File: src/rtl/bcs_pkg.sv
`timescale 1ns/1ps
package bcs_pkg;

    typedef enum logic [1:0] {
        PH_IDLE,
        PH_CLOCK,
        PH_STOP
    } phase_e;

    typedef enum logic [1:0] {
        ST_SETTLE,
        ST_SDA_LOW,
        ST_SCL_UP,
        ST_SDA_UP
    } stop_e;

    typedef struct packed {
        logic own;
        logic scl;
        logic sda;
    } pins_t;

    localparam pins_t PINS_IDLE = '{own: 1'b0, scl: 1'b1, sda: 1'b1};

    // Pin values for each step of the closing script (1 = released)
    function automatic pins_t stop_pins(input stop_e s);
        pins_t p;
        p.own = 1'b1;
        case (s)
            ST_SETTLE:  begin p.scl = 1'b0; p.sda = 1'b1; end
            ST_SDA_LOW: begin p.scl = 1'b0; p.sda = 1'b0; end
            ST_SCL_UP:  begin p.scl = 1'b1; p.sda = 1'b0; end
            default:    begin p.scl = 1'b1; p.sda = 1'b1; end
        endcase
        return p;
    endfunction

endpackage

File: src/rtl/bcs_half_timer.sv
`timescale 1ns/1ps
module bcs_half_timer #(
    parameter int unsigned HALF_CYC = 1000
) (
    input  logic clk_i,
    input  logic rst_ni,
    input  logic run_i,
    output logic tick_o
);
    localparam int unsigned CW = (HALF_CYC > 2) ? $clog2(HALF_CYC) : 1;
    localparam logic [CW-1:0] LAST = CW'(HALF_CYC - 1);

    logic [CW-1:0] cnt_d, cnt_q;

    always_comb begin
        cnt_d = cnt_q;
        if (!run_i) begin
            cnt_d = '0;
        end else if (cnt_q == LAST) begin
            cnt_d = '0;
        end else begin
            cnt_d = cnt_q + 1'b1;
        end
    end

    always_ff @(posedge clk_i or negedge rst_ni) begin
        if (!rst_ni) begin
            cnt_q <= '0;
        end else begin
            cnt_q <= cnt_d;
        end
    end

    assign tick_o = run_i && (cnt_q == LAST);

endmodule

File: src/rtl/bcs_step_ctrl.sv
`timescale 1ns/1ps
module bcs_step_ctrl
    import bcs_pkg::*;
#(
    parameter int unsigned N_PULSES = 9
) (
    input  logic  clk_i,
    input  logic  rst_ni,
    input  logic  start_i,
    input  logic  tick_i,
    input  logic  sda_in_i,
    output logic  run_o,
    output pins_t pins_o,
    output logic  done_o,
    output logic  err_o
);
    localparam int unsigned HALVES = 2 * N_PULSES;
    localparam int unsigned HW = (HALVES > 2) ? $clog2(HALVES) : 1;
    localparam logic [HW-1:0] LAST_HALF = HW'(HALVES - 1);

    typedef struct packed {
        phase_e        phase;
        logic [HW-1:0] half;
        stop_e         stp;
        pins_t         pins;
        logic          done;
        logic          err;
    } st_t;

    localparam st_t ST_RST = '{
        phase: PH_IDLE,
        half:  '0,
        stp:   ST_SETTLE,
        pins:  PINS_IDLE,
        done:  1'b0,
        err:   1'b0
    };

    st_t           s_d, s_q;
    logic [HW-1:0] half_nxt;
    stop_e         stp_nxt;

    always_comb begin
        s_d      = s_q;
        s_d.done = 1'b0;
        half_nxt = s_q.half + 1'b1;
        stp_nxt  = stop_e'(s_q.stp + 2'd1);
        case (s_q.phase)
            PH_IDLE: begin
                if (start_i) begin
                    s_d.phase = PH_CLOCK;
                    s_d.half  = '0;
                    s_d.err   = 1'b0;
                    s_d.pins  = '{own: 1'b1, scl: 1'b1, sda: 1'b1};
                end
            end
            PH_CLOCK: begin
                if (tick_i) begin
                    if (s_q.half == LAST_HALF) begin
                        s_d.phase = PH_STOP;
                        s_d.stp   = ST_SETTLE;
                        s_d.pins  = stop_pins(ST_SETTLE);
                    end else begin
                        s_d.half     = half_nxt;
                        s_d.pins.scl = ~half_nxt[0];
                    end
                end
            end
            PH_STOP: begin
                if (tick_i) begin
                    if (s_q.stp == ST_SDA_UP) begin
                        s_d.phase = PH_IDLE;
                        s_d.pins  = PINS_IDLE;
                        s_d.done  = 1'b1;
                        s_d.err   = ~sda_in_i;
                    end else begin
                        s_d.stp  = stp_nxt;
                        s_d.pins = stop_pins(stp_nxt);
                    end
                end
            end
            default: s_d = ST_RST;
        endcase
    end

    always_ff @(posedge clk_i or negedge rst_ni) begin
        if (!rst_ni) begin
            s_q <= ST_RST;
        end else begin
            s_q <= s_d;
        end
    end

    assign run_o  = (s_q.phase != PH_IDLE);
    assign pins_o = s_q.pins;
    assign done_o = s_q.done;
    assign err_o  = s_q.err;

endmodule

File: src/rtl/bus_clear_seq.sv
`timescale 1ns/1ps
module bus_clear_seq
    import bcs_pkg::*;
#(
    parameter int unsigned HALF_CYC = 1000,
    parameter int unsigned N_PULSES = 9
) (
    input  logic clk_i,
    input  logic rst_ni,
    input  logic start_i,
    input  logic sda_in_i,
    output logic ovr_en_o,
    output logic scl_o,
    output logic sda_o,
    output logic done_o,
    output logic busy_err_o
);
    logic  run;
    logic  tick;
    pins_t pins;

    bcs_half_timer #(
        .HALF_CYC(HALF_CYC)
    ) u_timer (
        .clk_i (clk_i),
        .rst_ni(rst_ni),
        .run_i (run),
        .tick_o(tick)
    );

    bcs_step_ctrl #(
        .N_PULSES(N_PULSES)
    ) u_steps (
        .clk_i   (clk_i),
        .rst_ni  (rst_ni),
        .start_i (start_i),
        .tick_i  (tick),
        .sda_in_i(sda_in_i),
        .run_o   (run),
        .pins_o  (pins),
        .done_o  (done_o),
        .err_o   (busy_err_o)
    );

    assign ovr_en_o = pins.own;
    assign scl_o    = pins.scl;
    assign sda_o    = pins.sda;

endmodule

File: config.mk
export PLATFORM = sky130hd
export DESIGN_NAME = bus_clear_seq
export DESIGN_NICKNAME = d
export VERILOG_FILES = /design/src/rtl/bcs_pkg.sv /design/src/rtl/bcs_half_timer.sv /design/src/rtl/bcs_step_ctrl.sv /design/src/rtl/bus_clear_seq.sv
export SDC_FILE = /design/constraint.sdc
export NUM_CORES = 1
export LEC_CHECK = 0
export ABC_AREA = 1
export BUFFER_PORTS_ARGS = -buffer_cell sky130_fd_sc_hd__buf_4
export CAP_MARGIN = 20
export CORE_MARGIN = 5
export CORE_UTILIZATION = 57
export CTS_CLUSTER_DIAMETER = 120
export DETAILED_ROUTE_END_ITERATION = 7
export GPL_TIMING_DRIVEN = 0
export PLACE_DENSITY = 0.83
export SLEW_MARGIN = 25
export SYNTH_ARGS = -nofsm -noshare
export SYNTH_HDL_FRONTEND = slang
export SYNTH_SLANG_ARGS = --single-unit
File: constraint.sdc
create_clock -name clk_i -period 2.1 [get_ports clk_i]
set_input_delay 0 -clock clk_i [delete_from_list [all_inputs] [get_ports clk_i]]
set_output_delay 0 -clock clk_i [all_outputs]
set_load 0.01 [all_outputs]
# Word level (Yosys, flattened, before mapping)
# Cells that the tools add are included.
[classes]
muxes = 24
mul = 0
order_cmp = 0
eq_ne = 14
shifts = 0
n_reduce_logical = 10
div = 0
bitwise_logic = 5
addsub = 3
[ops]
columns = ["op", "count"]
rows = [
  ["$mux 10", 2],
  ["$pmux 2 s3", 3],
  ["$pmux 5 s3", 1],
  ["$mux 7", 2],
  ["$mux 12", 1],
  ["$reduce_and 4->1", 3],
  ["$add 10x1->10 const B", 1],
  ["$eq 10x10->1 const B", 1],
  ["$mux 2", 5],
  ["$ne 2x2->1 const B", 5],
  ["$reduce_and 5->1", 2],
  ["$mux 3", 3],
  ["$pmux 3 s3", 1],
  ["$eq 2x2->1 const B", 3],
  ["$add 5x1->5 const B", 1],
  ["$eq 5x5->1 const B", 1],
  ["$mux 5", 1],
  ["$not 1->1", 5],
  ["$eq 2x1->1 const B", 2],
  ["$logic_not 2->1", 2],
  ["$mux 1", 4],
  ["$ne 2x1->1 const B", 2],
  ["$pmux 1 s3", 1],
  ["$reduce_and 3->1", 1],
  ["3 further kinds", 3],
]
[totals]
ramBits = 0
latch_bits = 0
output_inout_bits = 5
romBits = 0
mem_count = 0
reg_bits = 24

# Longest topological paths before layout
[depth]
depth_word = 6
ltp_mapped = 11
depth_no_buf = 11

# By module
# A second synthesis with hierarchy kept.
[hier_totals]
hier_cells = 191
hier_area_um2 = 1452.6
[modules_own_cells]
columns = ["module", "seq_area_each_um2", "instances", "area_each_um2", "cells_per_inst"]
rows = [
  ["bcs_step_ctrl", 352.8, 1, 907.1, 129],
  ["bcs_half_timer", 250.2, 1, 545.5, 62],
]

# Least setup slack after synthesis
# Ideal clock, no wire load.
[synth_timing]
path_kind = "register -> register"
startpoint = "reg u_timer.cnt_q[0]"
endpoint = "reg u_steps.s_q[6] (netlist bit)"
setup_slack_ns = 0.786
period_less_slack_ns = 1.314
stages_incl_launch_ff = 9
setup_time_ns = 0.116
t_arrival_ns = 1.197
cell_sequence = "dfrtp_1 ha_1 nand2_2 nor2_2 nand3_2 o21ai_2 nand3_2 nand2_1 nand2_1"
[synth_via]
elab_chain_len = 4
word_cells_on_any_way = 5
classes_between = "eq/ne (3); reduce/logical (2)"
[synth_rtl]
columns = ["element", "line", "rtl"]
rows = [
  ["start: declaration", "bcs_half_timer.sv:13", "logic [CW-1:0] cnt_d, cnt_q;"],
  ["start signal: assignment", "bcs_half_timer.sv:30", "cnt_q <= cnt_d;"],
  ["$eq 10x10->1 *", "bcs_half_timer.sv:34", "assign tick_o = run_i && (cnt_q == LAST);"],
  ["$logic_and 1x1->1 *", "bcs_half_timer.sv:34", ""],
  ["$ne 2x2->1 (no source line)", "--", ""],
  ["$reduce_and 5->1 (no source line) *", "--", ""],
  ["end signal: assignment", "bcs_step_ctrl.sv:88", "s_q <= ST_RST;"],
  ["end signal: assignment", "bcs_step_ctrl.sv:90", "s_q <= s_d;"],
  ["end: declaration", "bcs_step_ctrl.sv:39", "st_t s_d, s_q;"],
]
# Mark *: on every way between the ends. The rest lies on a longest branch, timed or not.
# A chain may end at the register's enable or synchronous reset.

# Final worst setup path
[layout_timing]
startpoint = "reg u_timer.cnt_q[0]"
endpoint = "reg u_timer.cnt_q[5]"
[layout_via]
elab_chain_len = 3
word_cells_on_any_way = 4
classes_between = "add/sub (1); eq/ne (1); mux (2)"
[layout_rtl]
columns = ["element", "line", "rtl"]
rows = [
  ["$add 10x1->10 or $eq 10x10->1 (tied branches)", "bcs_half_timer.sv:22, bcs_half_timer.sv:19", ""],
  ["$mux 10 *", "bcs_half_timer.sv:19", "end else if (cnt_q == LAST) begin"],
  ["$mux 10 *", "bcs_half_timer.sv:17", "if (!run_i) begin"],
  ["via u_timer.cnt_d[5]", "bcs_half_timer.sv:13", ""],
]
# Mark *: on every way through the listed nets, which the timed path passes. The rest lies on a longest branch.

==> flow_summary_export.csv <==
group,metric,value,unit
outcome,outcome,"finished clean",
clocking,htree_levels,1,
hold_path,hp-class,"primary input to async pin",
global_routing,antenna_found_initial,0,
synthesis,synth_seq_area_share,0.435,
clocking,clock_latency,0.32,ns
critical_path,crit_arrival,1.87,ns
sta,finClkSkew,0.00493,ns
pwr,ir_drop,357,uV
job,drv_cap,0,
global_routing,grt_pass1_wl,5.13,mm
place,dp_slack,0.535,ns
floorplanning,std_cell_rows,17,
floorplanning,start_util,0.609,
sta,hold_violations,0,
final_layout,syn_to_final_growth,12.8,%
routing,viasPerCell,5.46,
critical_path,worst_setup_path_start_kind,"flip-flop",
sta,rsz0062_at_grt,"false",
sta,setup-tns-final,0,ns
clocking,cts_setup_buffers,0,
routing,post_drt_wl_per_cell,13.2,um
routing,drtAntennaViolNets,0,
synthesis,synth_top_cell_area_share,0.397,
sta,whs,0.0899,ns
sta,fin_crit_sh,0.763,
final_layout,n_antenna_cell,0,
clocking,cts_resized,0,
critical_path,worstSetupEndpointType,"flip-flop",
critical_path,cp_slowest_cell,"dfrtp_1",
critical_path,r2r_end,"u_timer.cnt_q[5]",
synthesis,synth_area_leader_cell,"dfrtp_1",
place,port_buffers,8,
clocking,hold_buffers,3,
global_routing,grt_use_total,0.189,
critical_path,path_cells,"ha_1 -> nand2_2 -> nor2_2 -> nand3_2 -> nand2_1 -> a21oi_1 -> o21a_1",
critical_path,cp.required,2.37,ns
critical_path,r2r.worst_path.cells,7,
synthesis,syn-num-nets,187,
synthesis,synth_area_per_cell,7.83,um2
floorplanning,die_w,59.3,um
sta,fin_crit,1.60,ns
place,gp_congestion,0.855,
sta,setup_slack,0.499,ns
clocking,cts_buffers,3,
critical_path,critical_path_class,"flip-flop to flip-flop",
sta,setup_viol,0,
synthesis,ys_ff_latch,24,
synthesis,synth_cell_type_count,28,
sta,drv_slew,0,
critical_path,cp_max_fo,8,
routing,first_pass_iters,4,
synthesis,ys_warn_count,0,
clocking,cts-root-buf,"clkbuf_4",
floorplanning,dieArea,3520,um2
critical_path,worstReg2RegStart,"u_timer.cnt_q[0]",
clocking,cts_tree,"yes",
global_routing,overflow,0,
floorplanning,ioPinCount,9,
routing,drt-total-wl,2.90,mm
synthesis,netlist_top_cells_area,"dfrtp_1 40%, nand2_1 11%, inv_1 6.2%",
routing,drc,0,
pwr,p_leak,0.790,nW
final_layout,drive_gt1_frac,0.182,
critical_path,slowest_delay,0.42,ns
floorplanning,floorplan.die.height,59.3,um
place,dpl.hpwl,2.10,mm
final_layout,final_nets,203,
critical_path,r2r_slack,0.50,ns
clocking,clkSinkCount,24,
clocking,clkSlewWorstSetupHoldPaths,0.14,ns
synthesis,syn_inst,177,
routing,drtIter0Drc,58,
clocking,cts_buffer_depth,2,
global_routing,first_global_vias,1251,
floorplanning,core,2280,um2
synthesis,netlist_area,1390,um2
pwr,powerDensity,525,nW/um2
routing,vias,1202,
sta,worst_pin_slew,0.365,ns
global_routing,grt_max_degree,25,
sta,slew_headroom,0.755,
sta,fmax,0.624,GHz
through the flow:
| step | cell area (um2) | instances | power [mW] | utilization |
|---|---|---|---|---|
| finish | 1560 | 220 | 0.821 | 0.687 |
| global route | 1560 | 220 | 0.845 | 0.687 |
| detailed placement | 1480 | 213 | 0.485 | 0.651 |
| global placement | 1480 | 213 | 0.485 | 0.651 |
| CTS | 1560 | 220 | 0.824 | 0.687 |
| floorplan | 1390 | 177 | 0.471 | - |
worst max-delay path by stage:
stage	slack (ns)	depth (start not counted)	start	endpoint
2_1_floorplan	0.79	8	u_timer.cnt_q[0]	u_steps.s_q[6]
3_3_place_gp	0.65	7	u_timer.cnt_q[0]	u_timer.cnt_q[5]
3_5_place_dp	0.53	7	u_timer.cnt_q[0]	u_timer.cnt_q[5]
4_1_cts	0.51	7	u_timer.cnt_q[0]	u_timer.cnt_q[5]
5_1_grt	0.36	7	u_timer.cnt_q[0]	u_timer.cnt_q[5]
6_report	0.50	7	u_timer.cnt_q[0]	u_timer.cnt_q[5]
worst max-delay path, delay by kind of cell (launching register included):
kind / cells / cell delay, ns
flip-flops: 1 / 0.42
AO/OA/AOI/OAI: 2 / 0.36
AND/OR/NAND/NOR: 4 / 0.54
adder cells (fa/ha/maj): 1 / 0.24
cell families (layout without fill, tap and decap cells):
family / after synthesis / after routing / synth area share
AOI/OAI and AO/OA: 19 / 19 / 0.0821
and+or+nand+nor: 97 / 97 / 0.329
DFF: 24 / 24 / 0.435
xor gates and xnor gates: 3 / 3 / 0.0190
buffers and inverters: 28 / 43 / 0.0803
adders and majority gates: 6 / 6 / 0.0542
cells in the mapped netlist, drive strengths merged:
cell / instances
a21oi: 4
a31o: 2
a31oi: 1
and3: 2
buf: 3
dfrtp: 22
dfstp: 2
ha: 6
inv: 25
nand2: 46
nand3: 17
nand4: 5
nor2: 20
nor3: 5
nor4: 1
o21a: 1
o21ai: 11
or2: 1
xor2: 3
area by class of cell:
cell class              instances  area, um2
inverters                      25       93.8
multi-input cells             125        672
flip-flops and latches         24        603
clock inverters                 1       30.0
repair buffers                 11       90.1
fillers                       173        712
clock buffers                   3       22.5
well taps                      28       35.0
plain buffers                   3       17.5
where the power goes:
group	leakage [nW]	total (mW)	switching, mW	internal, mW
logic	0.453	0.0179	0.0106	0.00728
clock network	0.0279	0.340	0.147	0.193
registers	0.309	0.462	0	0.462
total	0.790	0.821	0.158	0.663
cells in the final DEF (no fill, tap or decap):
cell type      synthesis  final
clkbuf_4               0      3
nor3_1                 5      5
buf_4                  1      9
buf_2                  2      2
inv_2                  2      2
nand3_4                1      1
nand2_1               42     42
dlygate4sd3_1          0      3
xor2_1                 3      3
bufinv_16              0      1
nand3_2                2      2
nor2_1                16     16
ha_1                   6      6
a21oi_2                1      1
o21ai_1                5      5
nand4_1                5      5
o21ai_2                1      1
nor2_2                 4      4
inv_1                 23     23
a21oi_1                3      3
o21a_1                 1      1
a31oi_1                1      1
nand2_2                4      4
dfstp_2                2      2
a31o_2                 2      2
or2_2                  1      1
nand3_1               14     14
o21ai_0                5      5
and3_1                 2      2
dfrtp_1               22     22
nor4_1                 1      1
sequential cells by signal (all words and copies together) (netlist names):
| name | count |
|---|---|
| u_steps.done_o | 1 |
| u_steps.err_o | 1 |
| u_timer.cnt_q | 10 |
| u_steps.pins_o | 3 |
| u_steps.s_q | 9 |
metal layers:
| metal | wire [um] | part of all wire | vias up | GRT usage |
|---|---|---|---|---|
| met5 | 0 | 0 | - | 0 |
| met4 | 69 | 0.024 | 0 | 0.110 |
| met3 | 159 | 0.055 | 8 | 0.0240 |
| met2 | 1390 | 0.48 | 44 | 0.323 |
| met1 | 1280 | 0.44 | 553 | 0.224 |
| li1 | - | - | 597 | - |
Note: power is estimated with default switching activity, not from simulation.
